==> config.mk <==
export PLATFORM = sky130hd
export DESIGN_NAME = pic_shadow_port
export DESIGN_NICKNAME = d
export VERILOG_FILES = /design/src/rtl/pic_shadow_pkg.sv /design/src/rtl/pic_port_match.sv /design/src/rtl/pic_init_tracker.sv /design/src/rtl/shadow_read_ptr.sv /design/src/rtl/pic_shadow_port.sv
export SDC_FILE = /design/constraint.sdc
export NUM_CORES = 1
export LEC_CHECK = 0
export BUFFER_PORTS_ARGS = -buffer_cell sky130_fd_sc_hd__buf_4
export CORE_MARGIN = 10
export CORE_UTILIZATION = 51
export CTS_BUF_LIST = sky130_fd_sc_hd__clkbuf_16
export CTS_CLUSTER_DIAMETER = 50
export DETAILED_ROUTE_END_ITERATION = 8
export PLACE_DENSITY_LB_ADDON = 0.3
export SYNTH_ARGS = -nofsm -noshare
export SYNTH_HDL_FRONTEND = slang
export SYNTH_SLANG_ARGS = --single-unit
==> constraint.sdc <==
create_clock -name clk -period 2.05 [get_ports clk]
set_input_delay 0.205 -clock clk [delete_from_list [all_inputs] [get_ports clk]]
set_output_delay 0.205 -clock clk [all_outputs]
set_load 0.02 [all_outputs]
==> src/rtl/pic_shadow_pkg.sv <==
package pic_shadow_pkg;

   localparam int NUM_CTRL       = 2;
   localparam int WORDS_PER_CTRL = 6;
   localparam int NUM_ENTRIES    = NUM_CTRL * WORDS_PER_CTRL;
   localparam int PTR_W          = $clog2(NUM_ENTRIES);
   localparam int BYTE_W         = 8;

   // slot of each word inside one controller's group; order is the read order
   localparam int SLOT_ICW1 = 0;
   localparam int SLOT_ICW2 = 1;
   localparam int SLOT_ICW3 = 2;
   localparam int SLOT_ICW4 = 3;
   localparam int SLOT_OCW2 = 4;
   localparam int SLOT_OCW3 = 5;

   typedef enum logic [1:0] {
      ST_IDLE      = 2'd0,
      ST_WANT_ICW2 = 2'd1,
      ST_WANT_ICW3 = 2'd2,
      ST_WANT_ICW4 = 2'd3
   } init_state_e;

   typedef logic [WORDS_PER_CTRL-1:0][BYTE_W-1:0] ctrl_words_t;

endpackage

==> src/rtl/pic_port_match.sv <==
module pic_port_match #(
   parameter int               ADDR_W = 16,
   parameter logic [ADDR_W-1:0] BASE  = '0
) (
   input  logic              io_wr,
   input  logic [ADDR_W-1:0] io_addr,
   output logic              hit,
   output logic              odd
);

   if (BASE[0] != 1'b0) begin : g_bad_base
      $error("pic_port_match: BASE must be even");
   end

   assign hit = io_wr && (io_addr[ADDR_W-1:1] == BASE[ADDR_W-1:1]);
   assign odd = io_addr[0];

endmodule

==> src/rtl/pic_init_tracker.sv <==
module pic_init_tracker
   import pic_shadow_pkg::*;
#(
   parameter logic [BYTE_W-1:0] RESET_WORD = 8'h00,
   parameter logic [BYTE_W-1:0] ICW4_KEEP  = 8'h1F,
   parameter logic [BYTE_W-1:0] OCW2_KEEP  = 8'h87
) (
   input  logic              clk,
   input  logic              rst_n,
   input  logic              hit,
   input  logic              odd,
   input  logic [BYTE_W-1:0] wdata,
   output ctrl_words_t       words_o
);

   init_state_e state;
   logic        single_q;
   logic        need4_q;
   ctrl_words_t words;

   logic is_icw1, is_ocw2, is_ocw3;
   assign is_icw1 = hit && !odd && wdata[4];
   assign is_ocw2 = hit && !odd && (wdata[4:3] == 2'b00);
   assign is_ocw3 = hit && !odd && (wdata[4:3] == 2'b01);

   always_ff @(posedge clk) begin
      if (!rst_n) begin
         words    <= {WORDS_PER_CTRL{RESET_WORD}};
         state    <= ST_IDLE;
         single_q <= 1'b0;
         need4_q  <= 1'b0;
      end else if (is_icw1) begin
         words[SLOT_ICW1] <= wdata;
         state            <= ST_WANT_ICW2;
         single_q         <= wdata[1];
         need4_q          <= wdata[0];
      end else if (is_ocw2) begin
         words[SLOT_OCW2] <= wdata & OCW2_KEEP;
      end else if (is_ocw3) begin
         words[SLOT_OCW3] <= wdata;
      end else if (hit && odd) begin
         unique case (state)
            ST_WANT_ICW2: begin
               words[SLOT_ICW2] <= wdata;
               if (!single_q)    state <= ST_WANT_ICW3;
               else if (need4_q) state <= ST_WANT_ICW4;
               else              state <= ST_IDLE;
            end
            ST_WANT_ICW3: begin
               words[SLOT_ICW3] <= wdata;
               state            <= need4_q ? ST_WANT_ICW4 : ST_IDLE;
            end
            ST_WANT_ICW4: begin
               words[SLOT_ICW4] <= wdata & ICW4_KEEP;
               state            <= ST_IDLE;
            end
            default: ;
         endcase
      end
   end

   assign words_o = words;

   AST_ICW1_RESTARTS: assert property (@(posedge clk) disable iff (!rst_n)
      is_icw1 |=> (state == ST_WANT_ICW2));
   AST_ICW2_CAPTURED: assert property (@(posedge clk) disable iff (!rst_n)
      (hit && odd && state == ST_WANT_ICW2) |=> (words[SLOT_ICW2] == $past(wdata)));
   AST_ICW3_NOT_SINGLE: assert property (@(posedge clk) disable iff (!rst_n)
      (state == ST_WANT_ICW3) |-> !single_q);
   AST_ICW4_REQUESTED: assert property (@(posedge clk) disable iff (!rst_n)
      (state == ST_WANT_ICW4) |-> need4_q);
   AST_MASK_WRITE_IGNORED: assert property (@(posedge clk) disable iff (!rst_n)
      (hit && odd && state == ST_IDLE) |=> $stable(words));

endmodule

==> src/rtl/shadow_read_ptr.sv <==
module shadow_read_ptr #(
   parameter int N     = 12,
   parameter int PTR_W = $clog2(N)
) (
   input  logic             clk,
   input  logic             rst_n,
   input  logic             step,
   input  logic             rewind,
   output logic [PTR_W-1:0] ptr_o
);

   localparam logic [PTR_W-1:0] LAST = PTR_W'(N - 1);

   if (N < 2) begin : g_bad_n
      $error("shadow_read_ptr: N must be at least 2");
   end

   logic [PTR_W-1:0] ptr;

   always_ff @(posedge clk) begin
      if (!rst_n)          ptr <= '0;
      else if (rewind)     ptr <= '0;
      else if (step)       ptr <= (ptr == LAST) ? '0 : ptr + 1'b1;
   end

   assign ptr_o = ptr;

   AST_PTR_IN_RANGE: assert property (@(posedge clk) disable iff (!rst_n)
      ptr <= LAST);
   AST_STEP_WRAPS: assert property (@(posedge clk) disable iff (!rst_n)
      (step && !rewind && ptr == LAST) |=> (ptr == '0));
   AST_STEP_ADVANCES: assert property (@(posedge clk) disable iff (!rst_n)
      (step && !rewind && ptr != LAST) |=> (ptr == $past(ptr) + 1'b1));
   AST_REWIND_FIRST: assert property (@(posedge clk) disable iff (!rst_n)
      rewind |=> (ptr == '0));

endmodule

==> src/rtl/pic_shadow_port.sv <==
module pic_shadow_port
   import pic_shadow_pkg::*;
#(
   parameter int               ADDR_W     = 16,
   parameter logic [ADDR_W-1:0] PRI_BASE  = 'h20,
   parameter logic [ADDR_W-1:0] SEC_BASE  = 'hA0,
   parameter logic [7:0]        RESET_WORD = 8'h00,
   parameter logic [7:0]        ICW4_KEEP  = 8'h1F,
   parameter logic [7:0]        OCW2_KEEP  = 8'h87
) (
   input  logic              clk,
   input  logic              rst_n,
   input  logic              io_wr,
   input  logic [ADDR_W-1:0] io_addr,
   input  logic [7:0]        io_wdata,
   input  logic              shd_rd,
   input  logic              shd_wr,
   output logic [7:0]        shd_rdata
);

   if (ADDR_W < 2) begin : g_bad_addr_w
      $error("pic_shadow_port: ADDR_W too small");
   end
   if (PRI_BASE[ADDR_W-1:1] == SEC_BASE[ADDR_W-1:1]) begin : g_bad_bases
      $error("pic_shadow_port: controller bases overlap");
   end

   logic [NUM_ENTRIES-1:0][BYTE_W-1:0] entry;
   logic [NUM_CTRL-1:0]                ctrl_hit;
   logic [PTR_W-1:0]                   ptr;

   for (genvar g = 0; g < NUM_CTRL; g++) begin : g_ctrl
      localparam logic [ADDR_W-1:0] BASE = (g == 0) ? PRI_BASE : SEC_BASE;
      logic        odd;
      ctrl_words_t words;

      pic_port_match #(.ADDR_W(ADDR_W), .BASE(BASE)) i_match (
         .io_wr  (io_wr),
         .io_addr(io_addr),
         .hit    (ctrl_hit[g]),
         .odd    (odd)
      );

      pic_init_tracker #(
         .RESET_WORD(RESET_WORD),
         .ICW4_KEEP (ICW4_KEEP),
         .OCW2_KEEP (OCW2_KEEP)
      ) i_tracker (
         .clk    (clk),
         .rst_n  (rst_n),
         .hit    (ctrl_hit[g]),
         .odd    (odd),
         .wdata  (io_wdata),
         .words_o(words)
      );

      assign entry[g*WORDS_PER_CTRL +: WORDS_PER_CTRL] = words;
   end

   shadow_read_ptr #(.N(NUM_ENTRIES), .PTR_W(PTR_W)) i_ptr (
      .clk   (clk),
      .rst_n (rst_n),
      .step  (shd_rd),
      .rewind(shd_wr),
      .ptr_o (ptr)
   );

   assign shd_rdata = entry[ptr];

   AST_FOREIGN_WRITE_IGNORED: assert property (@(posedge clk) disable iff (!rst_n)
      (io_wr && ctrl_hit == '0 && !shd_rd && !shd_wr) |=> $stable(shd_rdata));
   AST_ONE_CTRL_HIT: assert property (@(posedge clk) disable iff (!rst_n)
      $onehot0(ctrl_hit));

endmodule

-- Yosys cells after proc, flatten, opt, wreduce, memory -nomap -nowiden
Cells that the tools add are included.
- equal/unequal tests: 14
- bitwise logic cells: 7
- add/sub/neg operators: 1
- reduce and logical (&&, ||, !) cells: 37
- mux-type cells: 17
- magnitude comparators: 1
- operators by type and width (cell ; count):
    $bmux W8 S4 ; 1
    $reduce_and A5 Y1 ; 6
    $reduce_and A4 Y1 ; 4
    $eq A15 B5 Y1 const B ; 1
    $eq A15 B7 Y1 const B ; 1
    $logic_and A1 B1 Y1 ; 12
    $pmux W2 S3 ; 2
    $eq A2 B2 Y1 const B ; 4
    $mux W1 ; 8
    $mux W2 ; 4
    $mux W8 ; 1
    $ne A2 B1 Y1 const B ; 4
    $reduce_bool A4 Y1 ; 2
    $not A1 Y1 ; 7
    $eq A2 B1 Y1 const B ; 3
    $reduce_and A3 Y1 ; 2
    $reduce_bool A3 Y1 ; 2
    $reduce_or A2 Y1 ; 3
    $lt A4 B5 Y1 const B ; 1
    $add A4 B1 Y4 const B ; 1
    $eq A4 B4 Y1 const B ; 1
    $mux W4 ; 1
    $reduce_and A2 Y1 ; 2
    $reduce_bool A2 Y1 ; 2
    other kinds (2) ; 2
- input bits: 29
- flip-flop bits (word level): 94

-- Logic depth before layout (Yosys ltp)
Gate-level depths: netlist of the first run.
- word-level depth: 7
- gate-level depth with buffers: 6
- depth with buffers taken out: 6

-- Cells and area by module
A second synthesis of the first run with hierarchy kept.
- cells, all modules: 475
- area, all modules: 4669.5 um^2
- modules (own cells, without submodules) (module ; area an instance (um^2) ; cells each ; instances):
    pic_init_tracker ; 1770.4 ; 184 ; 2
    pic_shadow_port ; 834.6 ; 77 ; 1
    shadow_read_ptr ; 193.9 ; 18 ; 1
    pic_port_match (g_ctrl[1].i_match) ; 53.8 ; 6 ; 1
    pic_port_match (g_ctrl[0].i_match) ; 46.3 ; 6 ; 1

-- Worst setup path before layout of the first run
OpenSTA, ideal clock, no wires.
- path type: register -> output
- start: register i_ptr.ptr[0], in the netlist i_ptr.ptr_o[0]
- end: output port shd_rdata[7]
- cell stages (with the launch flop): 6
- buffers on the path: 2
- data required time: 1.845 ns
- data arrival time: 1.700 ns
- slack: 0.145 ns
- cells stage by stage: dfxtp_1 -> buf_2 -> buf_2 -> nand3_1 -> o211a_1 -> o32ai_1
- cells in the longest elaborated chain, start to end: 2
- ends and longest elaborated chain (item ; line ; source):
    start, declared ; shadow_read_ptr.sv:18 ; logic [PTR_W-1:0] ptr;
    start signal, assigned ; shadow_read_ptr.sv:23 ; else if (step) ptr <= (ptr == LAST) ? '0 : ptr + 1'b1;
    $bmux W8 S4 ; pic_shadow_port.sv:68 ; assign shd_rdata = entry[ptr];
    $mux W8 (implied by the code) ; pic_shadow_port.sv:68 ;
    end, declared ; pic_shadow_port.sv:18 ; output logic [7:0] shd_rdata
No other way between the ends. The select of a mux whose other input is x is not followed.

-- Worst setup path in the final report of the first run
- start: register i_ptr.ptr[1], in the netlist i_ptr.ptr_o[1]
- end: output port shd_rdata[4]
The elaborated chain is that of the path after synthesis.

==> Flow_metrics.wiki, run 1 <==
{| class="wikitable"
! Metric !! Value
|-
| Clk buf depth || 2
|-
| # DRC || 0
|-
| Status || finished, violations left
|-
| Achievable frequency || about 480 MHz
|-
| Layout-stage area growth over the synthesis result || 18.0%
|-
| Commonest cells after routing, fill and taps aside || sky130_fd_sc_hd__dfxtp_1 (88), sky130_fd_sc_hd__nand2_1 (66), sky130_fd_sc_hd__mux2i_1 (52)
|-
| Remaining antenna violation count || 0
|-
| Largest net degree at the start of global routing || 84
|-
| Worst Setup Start Kind || flip-flop
|-
| Number of input and output port buffers inserted || 36
|-
| Worst path max stage delay || around 0.40 ns
|-
| Synth unique cells || 45
|-
| Die boundary width || 114 um
|-
| First DRT Iteration DRCs || 416
|-
| Startpoint of the worst-slack reg-to-reg timing path || g_ctrl[0].i_tracker.state[0]$_SDFFE_PN0P_
|-
| Most common library cell in the layout ignoring fill and taps || sky130_fd_sc_hd__dfxtp_1
|-
| Via-to-Cell Ratio || between 6 and 7
|-
| Maximum fanout along the worst path || 8
|-
| Vias in the first global route || 3,873
|-
| Wire length of the first global-routing pass || 19,400 um
|-
| Clk_skew || between 0.007 and 0.008 ns
|-
| Fraction of registers with async set/reset || 0%
|-
| Inserted Clock Buffers || 9
|-
| Mapped Avg Cell Area || ~9.3 um^2
|-
| Setup crit end kind || output pin
|-
| Startpoint of the tightest hold check path || shd_rd
|-
| Die extent in y || ~110 um
|-
| Leading register cell type out of synthesis || sky130_fd_sc_hd__dfxtp_1
|-
| Peak supply drop || approximately 0.45 mV
|-
| Power after layout || approximately 3.6 mW
|-
| Power density relative to cell area || 676 nW/um^2
|-
| Data required time at the worst endpoint || between 1.5 and 2 ns
|-
| Worst setup path category || reg2out
|-
| Mapped Nets || between 500 and 600
|-
| Fraction of final layout cells with drive strength greater than 1 || roughly a fifth
|-
| Part of the cycle the worst path needs || 101%
|-
| Starting density of the core || 52.1%
|-
| Clock sink count || 90
|-
| Ordered cell list for the critical path || buf_16 > nor2b_1 > a22oi_1 > o22ai_1 > buf_4
|-
| Warnings, synthesis || 0
|-
| Core footprint || about 8600 um^2
|-
| Number of diodes || 0
|-
| Count of maximum capacitance violations || 0
|-
| Nets || between 500 and 600
|-
| Cell at the root of the clock tree || sky130_fd_sc_hd__clkbuf_16
|-
| Max-slew violation count || 0
|-
| Proportion of synthesized chip area in sequential cells || 40.1%
|-
| Worst-skew pair later-pin latency || around 0.34 ns
|-
| HPWL after DPL || just under 8000 um
|-
| Final routed wire length divided by cell count || slightly below 20 um
|-
| Number of cells produced by synthesis || slightly below 500
|-
| Worst Slack Setup Final || -0.0159 ns
|-
| Max H-tree Level || 3
|-
| Row cnt || 34
|-
| Post-synthesis cell area || about 4500 um^2
|-
| DIE AREA || about 13,000 um^2
|-
| Setup violations, final || 3
|-
| Min-Delay Path Class || in2reg
|-
| TritonCTS clock tree || done
|-
| Length of the first detailed-routing pass in iterations || 5
|-
| Number of flip-flops and latches in the synthesized netlist || 90
|-
| Fin crit period || 2.07 ns
|-
| Initial antenna violation count || 0
|-
| Count of flip-flops with a built-in enable after synthesis || 0
|-
| All-Layer GR Usage || around 19%
|-
| Final hold violations || 0
|-
| Number of vias after detailed routing || ~3,800
|-
| Total wirelength of the detailed-routed design || ~12,000 um
|-
| Cell type of the slowest stage on the worst timing path || sky130_fd_sc_hd__dfxtp_4
|-
| Slew Limit Headroom || 49.5%
|-
| Global route total overflow || 0
|-
| Worst Tran Pin Value || about 0.76 ns
|-
| Data arrival time of the critical path || 1.86 ns
|-
| Final hold slack || approximately 0.15 ns
|-
| Setup TNS || -0.0192 ns
|-
| Worst slack at placement || between 0.1 and 0.15 ns
|-
| P_leak || 2.12 nW
|-
| RSZ-0062 raised after global routing || yes
|-
| I/O Pins || 37
|-
| RePlAce Congestion || 0.828
|-
| Failing checks || setup timing
|-
| Clock transition at the registers of the reported paths || about 0.070 ns
|-
| Crit path launch || i_ptr.ptr_o[1]$_SDFFE_PP0P_
|}
-- Yosys cell counts (3+ instances only) --
cell type / n / area (um^2)
sky130_fd_sc_hd__a21oi_1: 10 / 50.1
sky130_fd_sc_hd__buf_2: 11 / 55.1
sky130_fd_sc_hd__mux2i_1: 52 / 521
sky130_fd_sc_hd__ha_1: 9 / 113
sky130_fd_sc_hd__nor2b_1: 7 / 43.8
sky130_fd_sc_hd__nor3_1: 6 / 30.0
sky130_fd_sc_hd__nand2_1: 66 / 248
sky130_fd_sc_hd__clkbuf_1: 21 / 78.8
sky130_fd_sc_hd__a21boi_0: 34 / 255
sky130_fd_sc_hd__o22ai_1: 7 / 43.8
sky130_fd_sc_hd__mux2_2: 7 / 78.8
sky130_fd_sc_hd__a211oi_1: 3 / 22.5
sky130_fd_sc_hd__dfxtp_1: 90 / 1800
sky130_fd_sc_hd__nand2b_1: 5 / 31.3
sky130_fd_sc_hd__mux4_2: 12 / 270
sky130_fd_sc_hd__inv_1: 10 / 37.5
sky130_fd_sc_hd__nand3_1: 37 / 185
sky130_fd_sc_hd__nor2_1: 18 / 67.6
sky130_fd_sc_hd__o32ai_1: 3 / 26.3
sky130_fd_sc_hd__a22oi_1: 4 / 30.0
sky130_fd_sc_hd__o21ai_0: 39 / 195
-- where the power goes --
part / total [mW] / internal (mW) / switching [mW]
combinational: 0.213 / 0.0894 / 0.123
sequential: 1.75 / 1.75 / 0.00302
clock: 1.63 / 0.932 / 0.693
total: 3.59 / 2.77 / 0.820
-- critical path, delay by kind of cell, from the launching register on --
kind / cells / cell delay (ns)
flops: 1 / 0.40
compound gates: 2 / 0.43
simple gates: 1 / 0.37
buf+inv: 2 / 0.32
-- layer usage --
metal	wire [um]	global-route usage [%]	up-vias
li1	-	-	1811
met1	4990	22.0	1860
met2	6250	32.0	121
met3	569	2.83	27
met4	365	9.11	0
met5	0	0	-
-- registers in the layout, indices dropped and copies added (netlist names) --
signal / flops
g_ctrl.i_tracker.state: 4
g_ctrl.i_tracker.words_o: 82
i_ptr.ptr_o: 4
-- cell families after synthesis --
kind of cell	Yosys count	share of synthesized area [%]
fa+ha+maj	9	2.50
simple gates	158	17.5
flops	90	40.1
compound gates	112	16.2
mux	71	19.3
buf+inv	46	4.40
-- timing repair --
| action | in CTS | in global routing |
|---|---|---|
| gates cloned | 3 | 1 |
| setup endpoints to repair | 7 | 8 |
| buffers inserted | 1 | 2 |
| hold buffers | 0 | 0 |
| pin swaps | 3 | 6 |
| resized for setup | 4 | 8 |
-- layout make-up --
cell class | instances | area [um^2]
Clock inverter | 7 | 60.1
Sequential cell | 90 | 1810
Tap cell | 108 | 135
Clock buffer | 9 | 225
Multi-Input combinational cell | 350 | 2530
Timing Repair Buffer | 53 | 510
Fill cell | 723 | 3330
Inverter | 10 | 37.5
-- per-stage QoR --
stage | instances | cell area [um^2] | util [%]
finish | 627 | 5310 | 61.4
global route | 627 | 5310 | 61.4
CTS | 624 | 5230 | 60.6
detailed placement | 604 | 4840 | 56.1
global placement | 604 | 4840 | 56.1
floorplan | 486 | 4500 | -
-- path summary, 6_finish.rpt --
check	cells after the start	end	slack (ns)
max	5	shd_rdata[4]	-0.02
min	3	i_ptr.ptr_o[1]$_SDFFE_PP0P_	0.15
max reg2reg	6	g_ctrl[0].i_tracker.state[1]$_SDFFE_PP0P_	0.44
min reg2reg	2	g_ctrl[0].i_tracker.words_o[44]$_SDFFE_PN0P_	0.44
No activity file was read; power rests on OpenSTA's default activity.
==> run 2: changes to the inputs <==
--- a/config.mk
+++ b/config.mk
@@ -7,7 +7,7 @@
 export LEC_CHECK = 0
 export BUFFER_PORTS_ARGS = -buffer_cell sky130_fd_sc_hd__buf_4
 export CORE_MARGIN = 10
-export CORE_UTILIZATION = 51
+export CORE_UTILIZATION = 40
 export CTS_BUF_LIST = sky130_fd_sc_hd__clkbuf_16
 export CTS_CLUSTER_DIAMETER = 50
 export DETAILED_ROUTE_END_ITERATION = 8
==> run 2 against run 1 <==
Net effect:
- the flow still finishes with violations (setup timing)
- utilization is 12 points lower
- via count is 1.5% lower
- critical path depth is 1 higher
- global-route usage is 3.4 points lower
- worst setup slack worse by 0.00095 ns
- die area is 22% higher
- register-to-register slack better by 0.02 ns
- first-iteration DRC count is 45% lower
- sequential power hardly changed
- combinational power is 3% lower
- highest routed layer unchanged
==> Flow_metrics.wiki, run 2 (synthesis results as in run 1) <==
{| class="wikitable"
! Metric !! Value
|-
| P_leak || 2.12 nW (about the same)
|-
| Die extent in y || 126 um (+11%)
|-
| Maximum fanout along the worst path || 8 (unchanged)
|-
| Count of maximum capacitance violations || 0 (unchanged)
|-
| Commonest cells after routing, fill and taps aside || sky130_fd_sc_hd__dfxtp_1 (88), sky130_fd_sc_hd__nand2_1 (66), sky130_fd_sc_hd__mux2i_1 (52)
|-
| Setup crit end kind || output pin
|-
| Fin crit period || 2.07 ns (+0.000946 ns)
|-
| Global route total overflow || 0 (unchanged)
|-
| Final hold violations || 0 (unchanged)
|-
| RSZ-0062 raised after global routing || yes
|-
| Placed instance count || 639 (+5.8%)
|-
| Core footprint || 10,900 um^2 (+27%)
|-
| Nets || 555 (+0.54%)
|-
| Met3 routed wirelength || 497 um (-13%)
|-
| Crit path launch || i_ptr.ptr_o[1]$_SDFFE_PP0P_
|-
| Peak supply drop || 0.453 mV (-0.45%)
|-
| Largest net degree at the start of global routing || 69 (-18%)
|-
| Critical path depth in cells || 6 (+1)
|-
| Achievable frequency || 484 MHz (about the same)
|-
| Number of diodes || 0 (unchanged)
|-
| RePlAce Congestion || 0.804 (-2.9%)
|-
| DIE AREA || 15,900 um^2 (+22%)
|-
| Number of cells in the finished layout apart from fillers || 662 (+5.6%)
|-
| Number of cell instances on the worst register-to-register path || 6 (unchanged)
|-
| Worst slack at placement || 0.102 ns (-0.0476 ns)
|-
| First DRT Iteration DRCs || 229 (-45%)
|-
| Worst path max stage delay || 0.37 ns (-0.03 ns)
|-
| Cell at the root of the clock tree || sky130_fd_sc_hd__clkbuf_16
|-
| Vias in the first global route || 3,839 (-0.88%)
|-
| Post-Route M1 WL || 5520 um (+11%)
|-
| Number of flip-flops under the largest register name || 82 (unchanged)
|-
| All-Layer GR Usage || 15.1% (-3.4 points)
|-
| Failing checks || setup timing
|-
| Cell type of the slowest stage on the worst timing path || sky130_fd_sc_hd__dfxtp_4
|-
| Via-to-Cell Ratio || 5.68 (-6.7%)
|-
| Status || finished, violations left
|-
| Layout-stage area growth over the synthesis result || 19.0%
|-
| Number of buffer and inverter stages on the critical path || 3 (+1)
|-
| Number of input and output port buffers inserted || 36 (unchanged)
|-
| Reg2Reg Capture Point || g_ctrl[0].i_tracker.state[1]$_SDFFE_PP0P_
|-
| Min-Delay Path Class || in2reg
|-
| Clock sink count || 90 (unchanged)
|-
| Length of the first detailed-routing pass in iterations || 4 (-1)
|-
| Final hold slack || 0.170 ns (+0.0170 ns)
|-
| Data required time at the worst endpoint || 1.85 ns (about the same)
|-
| Setup crit end || shd_rdata[7]
|-
| Max H-tree Level || 3 (unchanged)
|-
| Data arrival time of the critical path || 1.86 ns (about the same)
|-
| Clk buf depth || 2 (unchanged)
|-
| Worst Slack Setup Final || -0.0168 ns (-0.000946 ns)
|-
| Worst Setup Start Kind || flip-flop
|-
| Category of cells accounting for the largest share of critical-path delay || compound AO/OA/AOI/OAI gates
|-
| Part of the cycle the worst path needs || 101% (about the same)
|-
| Clk_skew || 0.00654 ns (-0.00132 ns)
|-
| Starting density of the core || 41.1% (-11 points)
|-
| Total wirelength of the detailed-routed design || 12,000 um (-1.0%)
|-
| Ordered cell list for the critical path || clkbuf_16 > buf_4 > mux2i_1 > o211a_1 > o32ai_1 > buf_4
|-
| Reg2Reg Setup Slack || 0.46 ns (+0.02 ns)
|-
| I/O Pins || 37 (unchanged)
|-
| Worst setup path category || reg2out
|-
| Most common library cell in the layout ignoring fill and taps || sky130_fd_sc_hd__dfxtp_1
|-
| Worst-skew pair later-pin latency || 0.34 ns (about the same)
|-
| Met2 WL || 5870 um (-6.1%)
|-
| TritonCTS clock tree || done
|-
| Fraction of final layout cells with drive strength greater than 1 || 19.9% (+0.66 points)
|-
| Row cnt || 38 (+12%)
|-
| HPWL after DPL || 8410 um (+7.2%)
|-
| Worst Tran Pin Value || 0.778 ns (+0.0200 ns)
|-
| Slew Limit Headroom || 47.7% (-1.8 points)
|-
| Number of vias after detailed routing || 3,763 (-1.5%)
|-
| # DRC || 0 (unchanged)
|-
| Remaining antenna violation count || 0 (unchanged)
|-
| Die boundary width || 126 um (+11%)
|-
| Clock transition at the registers of the reported paths || 0.07 ns (about the same)
|-
| Power density relative to cell area || 696 nW/um^2 (+2.8%)
|-
| Most used cell along the critical path || sky130_fd_sc_hd__buf_4
|-
| Inserted Clock Buffers || 9 (unchanged)
|-
| Max Used Layer || met4
|-
| Startpoint of the worst-slack reg-to-reg timing path || g_ctrl[0].i_tracker.state[0]$_SDFFE_PN0P_
|-
| Wire length of the first global-routing pass || 20,100 um (+3.5%)
|-
| Final routed wire length divided by cell count || 18.2 um (-6.2%)
|-
| Setup violations, final || 3 (unchanged)
|-
| Max-slew violation count || 0 (unchanged)
|-
| Initial antenna violation count || 0 (unchanged)
|-
| Setup TNS || -0.0247 ns (-0.00552 ns)
|}
run 2: cell count changes in the layout (fill, tap and decap cells not counted), sizes merged:
cell,before,now
clkinvlp,0,1
buf,50,54
bufinv,1,2
bufbuf,2,1
inv,13,11
run 2: final cells by class:
type | count | area, um^2
clock buffers | 9 | 225
clock inverters | 7 | 92.6
fillers | 1051 | 5580
inverters | 10 | 37.5
multi-input cells | 350 | 2530
flip-flops and latches | 90 | 1810
well taps | 140 | 175
repair buffers | 56 | 483
run 2: power by group:
part | switching [mW] | leakage [nW] | internal [mW]
combinational | 0.124 | 1.25 | 0.0830
sequential | 0.00143 | 0.726 | 1.75
clock | 0.701 | 0.151 | 1.07
run 2: what timing repair did:
item                                    in CTS  in global routing
hold buffers                                 0                  0
buffers inserted                             1                  4
endpoints found under the setup margin       7                  8
resized for setup                            1                 12
pin swaps                                    0                  4
cloned                                       1                  1
run 2: worst reg2reg max path, cell delays in order (launching register included):
cell                      delay, ns
sky130_fd_sc_hd__dfxtp_1       0.39
sky130_fd_sc_hd__inv_1         0.10
sky130_fd_sc_hd__ha_1          0.28
sky130_fd_sc_hd__nor2_1        0.12
sky130_fd_sc_hd__o22ai_1       0.08
sky130_fd_sc_hd__or4_1         0.40
sky130_fd_sc_hd__a21oi_1       0.15
run 2: per-layer routing:
layer	GRT usage, %	up-vias
li1	-	1814
met1	18.8	1843
met2	25.6	93
met3	3.19	13
met4	4.55	0
met5	0	-
run 2: metrics by stage:
| step | instance area (um^2) | utilization (%) | power [mW] |
|---|---|---|---|
| 2_1_floorplan | 4500 | - | 1.89 |
| 3_3_place_gp | 4890 | 44.7 | 1.98 |
| 3_5_place_dp | 4890 | 44.7 | 1.98 |
| 4_1_cts | 5250 | 48.0 | 3.74 |
| 5_1_grt | 5350 | 49.0 | 3.82 |
| 6_report | 5350 | 49.0 | 3.72 |
run 2: worst min-delay path by stage:
stage                                                 startpoint                                            to  slack (ns)  cells past startpoint
global route                                              shd_rd                   i_ptr.ptr_o[1]$_SDFFE_PP0P_        0.18                      3
global placement    g_ctrl[0].i_tracker.words_o[44]$_SDFFE_PN0P_  g_ctrl[0].i_tracker.words_o[44]$_SDFFE_PN0P_        0.42                      2
detailed placement  g_ctrl[0].i_tracker.words_o[44]$_SDFFE_PN0P_  g_ctrl[0].i_tracker.words_o[44]$_SDFFE_PN0P_        0.43                      2
floorplan                                            io_wdata[5]   g_ctrl[0].i_tracker.words_o[5]$_SDFFE_PN0P_        0.36                      2
finish                                                    shd_rd                   i_ptr.ptr_o[1]$_SDFFE_PP0P_        0.17                      3
CTS                                                       shd_rd                   i_ptr.ptr_o[1]$_SDFFE_PP0P_        0.15                      3
